File: src/rtl/tgt_time_alarm.sv
module tgt_time_alarm #(
  parameter int          AW       = 3,
  parameter int          DW       = 32,
  parameter int          TW       = 64,
  parameter int          PW_W     = 16,
  parameter logic [63:0] PPS_STEP = 64'd1000000000
) (
  input  logic          clk,
  input  logic          rst_n,
  input  logic [TW-1:0] sys_time,
  input  logic          reg_we,
  input  logic [AW-1:0] reg_addr,
  input  logic [DW-1:0] reg_wdata,
  output logic [DW-1:0] reg_rdata,
  output logic          irq,
  output logic          pps_out
);
  localparam int HW = TW - DW;

  logic [TW-1:0]   tgt0, tgt1;
  logic [DW-1:0]   stage0, stage1;
  logic [1:0]      en, armed, status, mask;
  logic            mode;
  logic [PW_W-1:0] width, cnt;
  logic [7:0]      wr;
  logic            hit0, hit1;

  always_comb begin
    wr = '0;
    if (reg_we) wr[reg_addr] = 1'b1;
  end

  assign hit0    = armed[0] & en[0] & (sys_time >= tgt0);
  assign hit1    = armed[1] & en[1] & (sys_time >= tgt1);
  assign irq     = |(status & mask);
  assign pps_out = (cnt != '0);

  always_ff @(posedge clk or negedge rst_n) begin
    if (!rst_n) begin
      tgt0   <= '0;
      tgt1   <= '0;
      stage0 <= '0;
      stage1 <= '0;
      en     <= '0;
      armed  <= '0;
      status <= '0;
      mask   <= '0;
      mode   <= 1'b0;
      width  <= '0;
      cnt    <= '0;
    end else begin
      if (wr[0]) stage0 <= reg_wdata;
      if (wr[1]) tgt0 <= {reg_wdata[HW-1:0], stage0};
      if (wr[2]) stage1 <= reg_wdata;
      if (wr[3])             tgt1 <= {reg_wdata[HW-1:0], stage1};
      else if (hit1 && mode) tgt1 <= tgt1 + PPS_STEP;

      if (wr[4]) begin
        en   <= reg_wdata[1:0];
        mode <= reg_wdata[2];
      end
      if (wr[6]) mask  <= reg_wdata[1:0];
      if (wr[7]) width <= reg_wdata[PW_W-1:0];

      if (wr[4])      armed[0] <= reg_wdata[0];
      else if (wr[1]) armed[0] <= en[0];
      else if (hit0)  armed[0] <= 1'b0;

      if (wr[4])              armed[1] <= reg_wdata[1];
      else if (wr[3])         armed[1] <= en[1];
      else if (hit1 && !mode) armed[1] <= 1'b0;

      status <= (status & ~(wr[5] ? reg_wdata[1:0] : 2'b00)) | {hit1, hit0};

      if (!mode)          cnt <= '0;
      else if (hit1)      cnt <= width;
      else if (cnt != '0) cnt <= cnt - 1'b1;
    end
  end

  always_comb begin
    case (reg_addr)
      3'd0:    reg_rdata = tgt0[DW-1:0];
      3'd1:    reg_rdata = DW'(tgt0[TW-1:DW]);
      3'd2:    reg_rdata = tgt1[DW-1:0];
      3'd3:    reg_rdata = DW'(tgt1[TW-1:DW]);
      3'd4:    reg_rdata = DW'({mode, en});
      3'd5:    reg_rdata = DW'(status);
      3'd6:    reg_rdata = DW'(mask);
      default: reg_rdata = DW'(width);
    endcase
  end
endmodule

File: config.mk
export PLATFORM = sky130hd
export DESIGN_NAME = tgt_time_alarm
export DESIGN_NICKNAME = d
export VERILOG_FILES = /design/src/rtl/tgt_time_alarm.sv
export SDC_FILE = /design/constraint.sdc
export NUM_CORES = 1
export LEC_CHECK = 0
export BUFFER_PORTS_ARGS = -buffer_cell sky130_fd_sc_hd__buf_2
export CAP_MARGIN = 15
export CORE_ASPECT_RATIO = 0.9
export CORE_UTILIZATION = 62
export DETAILED_ROUTE_END_ITERATION = 8
export PLACE_DENSITY_LB_ADDON = 0.2
export SLEW_MARGIN = 0
export SYNTH_ARGS = -nofsm -noshare
export SYNTH_HDL_FRONTEND = slang
export SYNTH_SLANG_ARGS = --single-unit
File: constraint.sdc
create_clock -name clk -period 5.9 [get_ports clk]
set_clock_uncertainty 0.1 [all_clocks]
set_input_delay 1.18 -clock clk [delete_from_list [all_inputs] [get_ports clk]]
set_output_delay 1.18 -clock clk [all_outputs]
set_load 0.03 [all_outputs]
==> results_dict.tcl, run 1 <==
set metrics [dict create \
    status "finished, final reports clean" \
    ys.flop_type "dfrtp_1" \
    ys_types 68 \
    post-route-min-period_ps 4770 \
    dr.max_layer_used "met4" \
    cts_resized 0 \
    post-route-period-util_pct 80.9 \
    slew_violations 0 \
    post_cts_buffers 0 \
    wl_met2_um 18000 \
    htree_levels 1 \
    vias_per_cell 6.19 \
    drtAntennaViolNets 0 \
    synth_nets 1716 \
    wirelength_um 40100 \
    rsz0062_at_grt "false" \
    cp.required_ps 6210 \
    setup_tns_ps 0 \
    clkTransAtPathRegs_ps 60 \
    placedCellCount 1864 \
    final_nets 1827 \
    numClockSinks 233 \
    die-area_um2 23500 \
    syn_area_per_cell_um2 9.55 \
    synth_cells 1484 \
    rows 52 \
    worst-path-max-fanout 25 \
    vias 11800 \
    synthArstFlopShare_pct 100 \
    start_util_pct 63.1 \
    fmax_mhz 210 \
    final_cells 1909 \
    clk_latency_ps 530 \
    p_total_w 0.00618 \
    fill_cells 1715 \
    clk_path_buf_depth 3 \
    critical_path_arrival_ps 5080 \
    wl_met3_um 3450 \
    grt_pass1_vias 11900 \
    leakagePower_nw 7.34 \
    yosysWarnings 0 \
    cts_tree "done" \
    die_h_um 145 \
    pre_cts_ws_ps 662 \
    cts_hold_buf 0 \
    maxSlewHeadroom_pct 4.24 \
    routedLengthMet1_um 17300 \
    start_kind "input port" \
    end_kind "flop" \
    maxCapViolations 0 \
    ys_ff_latch 233 \
    firstDrtPassIters 6 \
    grtUsageTotal_pct 35.5 \
    area_growth_pct 12.6 \
    wl_per_cell_um 21.0 \
    die_w_um 161 \
    finalHoldViolCount 0 \
    final_util_pct 71.1 \
    powerDensity_nw_per_um2 387 \
    path_class "in2reg" \
    gp_congestion 0.947 \
    finalSetupViolations 0 \
    synthesis.area_um2 14200 \
    ir_worst_vdd_v 0.000247 \
    drtIter0Drc 1121 \
    tightest_slew_ps 1400 \
    layout-drive-gt1-share_pct 19.9 \
    io_pins 136 \
    fin_ws_ps 1130 \
    seq_area_frac_synth_pct 41.1 \
    drc_errors 0 \
    core_area_um2 22400 \
    overflow 0 \
    num_antenna_cells 0 \
    grt_max_degree 129 \
    cts-root-buf "clkbuf_16" \
    io_buffers 135 \
    grt_pass1_wl_um 64800 \
    synth_edf_count 0 \
    hold_class "reg2reg" \
    cts_buffers 25 \
    antenna_found_initial 0 \
    place_hpwl_um 28900 \
]
cells in the final DEF, fill, tap and decap left out, types with 15 or more instances in the layout:
| cell type | count |
|---|---|
| dfrtp_1 | 233 |
| nand2_1 | 210 |
| o21ai_0 | 147 |
| inv_1 | 146 |
| buf_2 | 134 |
| ha_1 | 130 |
| mux2_2 | 99 |
| a21oi_1 | 59 |
| xnor2_1 | 56 |
| nor2_1 | 48 |
| a22oi_1 | 32 |
| nand4_1 | 32 |
| clkbuf_16 | 25 |
| or3_1 | 22 |
| nand3_1 | 19 |
| a21o_1 | 18 |
| mux4_2 | 15 |
| nor3_1 | 15 |
| buf_4 | 15 |
metrics by stage:
step                      instance area (um^2)  hold slack [ps]
after floorplan                          14200              335
after global placement                   15100              344
after detailed placement                 15100              364
after CTS                                16000              379
after global routing                     16000              397
final                                    16000              376
synthesized netlist by cell type (19+ instances only):
cell	count	area (um^2)
xnor2_1	56	490
o21ai_0	147	736
nand4_1	32	200
clkbuf_1	48	180
inv_1	146	548
or3_1	22	138
nor2_1	48	180
nand2_1	210	788
nand3_1	19	95.1
a22oi_1	32	240
ha_1	130	1630
a21oi_1	59	295
dfrtp_1	233	5830
mux2_2	99	1110
worst max-delay path: stages:
cell and delay [ps]:
buf_2 110, ha_1 310, nand4_1 280, nor4_1 800, nand3_1 400, a31oi_1 380
o2111ai_2 230, a21oi_4 430, buf_4 370, nand4_1 160, xnor2_1 150, mux2_2 260
layer usage:
| layer | GRT usage [%] | vias to the layer above |
|---|---|---|
| met5 | 0 | - |
| met4 | 12.5 | 0 |
| met3 | 5.39 | 77 |
| met2 | 54.8 | 577 |
| met1 | 51.1 | 5760 |
| li1 | - | 5405 |
power breakdown:
| part | leakage [nW] | total [W] | internal (W) | switching (W) |
|---|---|---|---|---|
| combinational | 4.07 | 0.00211 | 0.000897 | 0.00121 |
| clock | 0.419 | 0.00168 | 0.00102 | 0.000653 |
| sequential | 2.85 | 0.00239 | 0.00201 | 0.000381 |
sequential cells by signal, summed over array words and instances, names as in the netlist:
signal / flops
stage0: 32
tgt1: 64
cnt: 16
armed: 2
width: 16
mask: 2
mode: 1
en: 2
tgt0: 64
stage1: 32
status: 2
cell type report:
cell class | instances | area, um^2 | area share [%]
inverter | 147 | 552 | 3.46
clock buffer | 35 | 683 | 4.28
multi-input combinational | 1037 | 7530 | 47.2
tap | 297 | 372 | 2.33
clock inverter | 9 | 174 | 1.09
timing repair buffer | 151 | 818 | 5.13
sequential | 233 | 5830 | 36.5
kinds of logic (layout without fill, tap and decap cells):
| family | Yosys count | after routing | synth area share (%) |
|---|---|---|---|
| AO/OA/AOI/OAI | 324 | 324 | 13.8 |
| XOR/XNOR | 58 | 58 | 3.58 |
| adder cells (fa/ha/maj) | 130 | 130 | 11.5 |
| buffers and inverters | 214 | 342 | 5.84 |
| flip-flops | 233 | 233 | 41.1 |
| multiplexers | 118 | 118 | 10.5 |
| AND/OR/NAND/NOR | 407 | 407 | 13.7 |
path summary, 6_finish.rpt:
kind | slack [ps] | cells past startpoint | startpoint | endpoint
max reg2reg | 1360 | 12 | tgt1[38] | tgt1[42]
max | 1130 | 12 | sys_time[39] | tgt1[42]
min in group asynchronous | 590 | 1 | rst_n | cnt[3]
min | 380 | 2 | stage1[28] | tgt1[28]
max in group asynchronous | 3930 | 2 | rst_n | tgt0[12]
min reg2reg | 380 | 2 | stage1[28] | tgt1[28]
(Power assumes the default switching activity.)
==> inputs of run 2 (changes only) <==
- ABC_AREA: not set -> 1
- CORE_UTILIZATION: 62 -> 61
- clock period: 5.9 -> 4.7 ns (I/O delays scaled with it)
==> run 2 against run 1 <==
Net effect: critical path depth down 4; via count increased by 32%; register-to-register slack worse by 170 ps; critical endpoint is now reg_rdata[17]; largest cell class unchanged; highest routed layer is now met5.
==> results_dict.tcl, run 2 <==
set metrics [dict create \
    cts_resized 0 \
    yosysWarnings 0 \
    final_util_pct 69.9 \
    grt_max_degree 117 \
    maxSlewHeadroom_pct 38.5 \
    wl_per_cell_um 19.2 \
    end_kind "output port" \
    firstDrtPassIters 6 \
    synthArstFlopShare_pct 100 \
    synth_cells 2183 \
    dr.max_layer_used "met5" \
    ir_worst_vdd_v 0.000336 \
    fin_ws_ps 759 \
    start_kind "input port" \
    path_common_cell "buf_2" \
    gp_congestion 0.994 \
    synth_top_cells_by_count "673 x nand2_1, 252 x inv_1, 233 x dfrtp_1" \
    status "finished, final reports clean" \
    final_cells 2647 \
    rows 55 \
    die-area_um2 26100 \
    start_util_pct 62.0 \
    routedLengthMet1_um 22000 \
    pre_cts_ws_ps 790 \
    place_area_um2 16500 \
    die_w_um 170 \
    top_regs "tgt0 x64, tgt1 x64" \
    wl_met3_um 5410 \
    cts_tree "done" \
    vias 15600 \
    powerDensity_nw_per_um2 520 \
    post_cts_buffers 0 \
    leakagePower_nw 9.05 \
    setup_tns_ps 0 \
    ys_types 43 \
    rsz0062_at_grt "false" \
    worst-path-max-fanout 17 \
    io_pins 136 \
    vias_per_cell 5.91 \
    synth_edf_count 0 \
    synth_area_leaders "dfrtp_1 38%, nand2_1 16%, ha_1 10%" \
    clk_latency_ps 540 \
    finalHoldViolCount 0 \
    grt_pass1_wl_um 78900 \
    synth_top_area_share_pct 37.5 \
    grtUsageTotal_pct 39.3 \
    drc_errors 0 \
    ys_ff_latch 233 \
    die_h_um 153 \
    path_cells "buf_2 > nor2_1 > nand2_1 > buf_4 > o22ai_1 > a21oi_1 > o21ai_0 > buf_2" \
    final_nets 2520 \
    antenna_found_initial 1 \
    cts_buffers 26 \
    io_buffers 135 \
    ys.flop_type "dfrtp_1" \
    cp.required_ps 3660 \
    clkTransAtPathRegs_ps 60 \
    hold_class "in2async" \
    slew_violations 0 \
    seq_area_frac_synth_pct 37.5 \
    wirelength_um 50800 \
    placedCellCount 2602 \
    place_hpwl_um 38000 \
    drtIter0Drc 1764 \
    fmax_mhz 254 \
    layout_common_cells "671 x nand2_1, 251 x inv_1, 233 x dfrtp_1" \
    path_class "in2out" \
    finalSetupViolations 0 \
    post-route-min-period_ps 3940 \
    grt_pass1_vias 14500 \
    wl_met2_um 22000 \
    maxCapViolations 0 \
    mostFrequentLayoutCell "nand2_1" \
    overflow 0 \
    synth_top_cell_by_area "dfrtp_1" \
    synthesis.area_um2 15500 \
    syn_area_per_cell_um2 7.11 \
    cts_hold_buf 0 \
    num_antenna_cells 0 \
    core_area_um2 25000 \
    layout-drive-gt1-share_pct 10.1 \
    cts-root-buf "clkbuf_16" \
    post-route-period-util_pct 83.9 \
    startpoint "reg_addr[2]" \
    r2r-start "tgt1[15]" \
    numClockSinks 233 \
    yosys.cell_count.top_type "nand2_1" \
    tightest_slew_ps 923 \
    max_stage_delay_ps 550 \
    critPathSlowestCell "nand2_1" \
    fin_area_um2 17500 \
    area_growth_pct 12.7 \
    drtAntennaViolNets 0 \
    clk_path_buf_depth 3 \
    critical_path_arrival_ps 2900 \
    synth_nets 2415 \
    htree_levels 1 \
]
## run 2: changes by cell type in the layout (fill, tap and decap cells not counted), sizes merged, moves of 51 or more
cell   previous run  this run
nand3            20       115
mux2             99         1
nand2           210       678
xnor2            56         5
a21oi            60       143
inv             147       259
o21ai           150       240
nor2             48       153
## run 2: cells by family after synthesis
logic type	Yosys count	synth area share [%]
xor gates and xnor gates	29	1.64
adders and majority gates	130	10.5
muxes	1	0.0725
AOI/OAI and AO/OA	447	15.3
DFF	233	37.5
and+or+nand+nor	1009	26.6
buffers and inverters	334	8.40
## run 2: final cells by class
class,count,area (um^2)
Multi-Input combinational cell,1616,8420
Inverter,260,976
Clock inverter,11,233
Fill cell,2200,7540
Tap cell,342,428
Clock buffer,34,762
Timing Repair Buffer,151,856
Sequential cell,233,5830
## run 2: metal layers
| metal | track usage [%] | vias up |
|---|---|---|
| li1 | - | 7350 |
| met1 | 56.8 | 7345 |
| met2 | 59.2 | 834 |
| met3 | 8.42 | 100 |
| met4 | 10.8 | 2 |
| met5 | 0 | - |
## run 2: worst max-delay path: cells and delay by family
kind / cells / cell delay (ps)
AND/OR/NAND/NOR: 2 / 810
buffers and inverters: 3 / 790
AO/OA/AOI/OAI: 3 / 330
## run 2: path summary, 6_finish.rpt
path                            endpoint  slack [ps]  depth (start not counted)
max in group asynchronous         cnt[7]        3200                          2
setup reg to reg                tgt1[45]        1190                         17
min in group clk                tgt1[63]         380                          2
hold / removal                stage0[19]         370                          1
setup / recovery           reg_rdata[17]         760                          8
hold reg to reg                 tgt1[63]         380                          2
## run 2: stage by stage
step           power (W)  hold WS (ps)
2_1_floorplan    0.00545           342
3_3_place_gp     0.00649           363
3_5_place_dp     0.00663           367
4_1_cts          0.00901           382
5_1_grt          0.00969           394
6_report         0.00911           372
## run 2: where the power goes
part / internal [W] / switching (W)
Combinational: 0.00119 / 0.00250
Clock: 0.00151 / 0.000857
Sequential: 0.00254 / 0.000509
Total: 0.00524 / 0.00387
==> inputs of run 3 (changes only) <==
- ABC_AREA: 1 -> 0
- CORE_UTILIZATION: 61 -> 55
- clock period: 4.7 -> 3.6 ns (I/O delays scaled with it)
==> run 3 against run 2 <==
Net effect: register-to-register slack got worse by 1000 ps; sequential share of layout area grew 2.1 points; largest cell class unchanged; hold slack got worse by 290 ps; sequential cell count did not move; critical path type is now reg2reg; die area up 1.2%; critical path depth increased by 4; clock-buffer cell count increased by 5; first-iteration DRC count is 45% lower; cell area is 5.9% lower; combinational power is 3% lower; routed wire length decreased by 20%.
==> results_dict.tcl, run 3 (same netlist as run 1, synthesis figures left out) <==
set metrics [dict create \
    status "finished, final reports clean" \
    die-area_um2 26400 \
    finalHoldViolCount 0 \
    post-route-period-util_pct 94.8 \
    finalSetupViolations 0 \
    slew_violations 0 \
    grtUsageTotal_pct 31.7 \
    tightest_slew_ps 981 \
    place_hpwl_um 30100 \
    leakagePower_nw 7.58 \
    p_comb_share_pct 34.9 \
    layout-drive-gt1-share_pct 22.1 \
    drc_errors 0 \
    firstDrtPassIters 7 \
    critical_path_arrival_ps 3730 \
    hold_class "in2async" \
    startpoint "tgt1[14]" \
    start_kind "flop" \
    powerDensity_nw_per_um2 624 \
    max_stage_delay_ps 500 \
    layout_common_cells "233 x dfrtp_1, 210 x nand2_1, 147 x o21ai_0" \
    fill_cells 2054 \
    multi_input_area_um2 7540 \
    end_kind "flop" \
    antenna_found_initial 1 \
    place_area_um2 15600 \
    area_growth_pct 16.3 \
    cts_buffers 26 \
    rsz0062_at_grt "false" \
    pwr-share-seq_pct 37.9 \
    start_util_pct 56.1 \
    vias_per_cell 5.95 \
    clkTransAtPathRegs_ps 60 \
    io_pins 136 \
    endpoint "tgt1[42]" \
    clk_latency_ps 540 \
    fin_area_um2 16500 \
    maxSlewHeadroom_pct 34.4 \
    overflow 0 \
    top_regs "tgt0 x64, tgt1 x64" \
    die_h_um 154 \
    io_buffers 135 \
    path_cells "inv_1 > ha_1 > and4_2 > nand4_1 > or4_1 > a31oi_1 > o2111ai_2 > a21oi_4 > buf_4 > nand4_1 > xnor2_1 > mux2_2" \
    cp.required_ps 3920 \
    p_int_w 0.00656 \
    final_nets 1869 \
    setup_tns_ps 0 \
    regToRegEndpoint "tgt1[42]" \
    wl_per_cell_um 20.3 \
    fmax_mhz 293 \
    critPathSlowestCell "or4_1" \
    post_cts_buffers 0 \
    cts-root-buf "clkbuf_16" \
    grt_pass1_vias 11700 \
    r2r-start "tgt1[14]" \
    path_class "reg2reg" \
    maxCapViolations 0 \
    rrSetupSlack_ps 190 \
    rows 55 \
    p_sw_share_pct 36.1 \
    htree_levels 1 \
    clkPwrFrac_pct 27.2 \
    cts_tree "done" \
    wirelength_um 40700 \
    final-seq-area_um2 5830 \
    grt_pass1_wl_um 64500 \
    vias 11900 \
    p_switching_w 0.00372 \
    rr_worst_depth 12 \
    path_common_cell "nand4_1" \
    mostFrequentLayoutCell "dfrtp_1" \
    clk_path_buf_depth 3 \
    die_w_um 171 \
    numClockSinks 233 \
    grt_max_degree 88 \
    core_area_um2 25300 \
    worst-path-max-fanout 17 \
    gp_congestion 0.932 \
    drtAntennaViolNets 0 \
    num_antenna_cells 0 \
    ir_worst_vdd_v 0.000436 \
    post-route-min-period_ps 3410 \
    drtIter0Drc 974 \
]
-- run 3: per-layer routing --
metal	vias up	routed length, um	track usage, %
met1	5838	18600	45.9
li1	5499	-	-
met5	-	0	0
met3	88	3000	4.89
met2	473	17900	48.9
met4	0	1230	9.78
-- run 3: final cells by class --
class                      instances  share of cell area (%)
clock buffer                      39                    4.68
sequential                       233                    35.4
clock inverter                     9                   0.782
inverter                         147                    3.35
timing repair buffer             192                    7.44
multi-input combinational       1037                    45.8
tap                              342                    2.60
-- run 3: worst min-delay path by stage --
stage / depth (start not counted) / startpoint / end
floorplan: 0 / rst_n / armed[0]
CTS: 1 / rst_n / stage0[27]
detailed placement: 2 / stage1[0] / tgt1[0]
global route: 1 / rst_n / stage0[27]
finish: 1 / rst_n / stage0[27]
global placement: 2 / stage1[0] / tgt1[0]
-- run 3: stage by stage --
step                      util (%)  setup WS (ps)  hold WS (ps)  total power [W]  std cells
after floorplan                  -            212           324          0.00616       1484
after global placement        61.6          -43.9           348          0.00727       1951
after detailed placement      61.6           -145           348          0.00743       1951
after CTS                     65.2            156           127           0.0102       1999
after global routing          65.2           3.91           146           0.0109       1999
final                         65.2            187          86.4           0.0103       1999
-- run 3: repair_timing --
| action | 4_1_cts | 5_1_grt |
|---|---|---|
| hold buffers | 0 | 0 |
| endpoints found under the hold margin | 0 | 0 |
| resized for setup | 0 | 2 |
| endpoints found under the setup margin | 0 | 5 |
-- run 3: power by group through the flow --
stage               registers (W)  logic [W]  clock network [W]
detailed placement        0.00390    0.00352                  0
floorplan                 0.00371    0.00246                  0
finish                    0.00390    0.00358            0.00280
global placement          0.00388    0.00339                  0
global route              0.00397    0.00398            0.00293
CTS                       0.00387    0.00356            0.00282
-- run 3: worst max-delay path: cells and delay by family (launching register included) --
kind / cells / cell delay, ps
AOI/OAI and AO/OA: 3 / 640
xor gates and xnor gates: 1 / 150
adders and majority gates: 1 / 300
buffers and inverters: 2 / 370
DFF: 1 / 420
muxes: 1 / 260
and+or+nand+nor: 4 / 1030
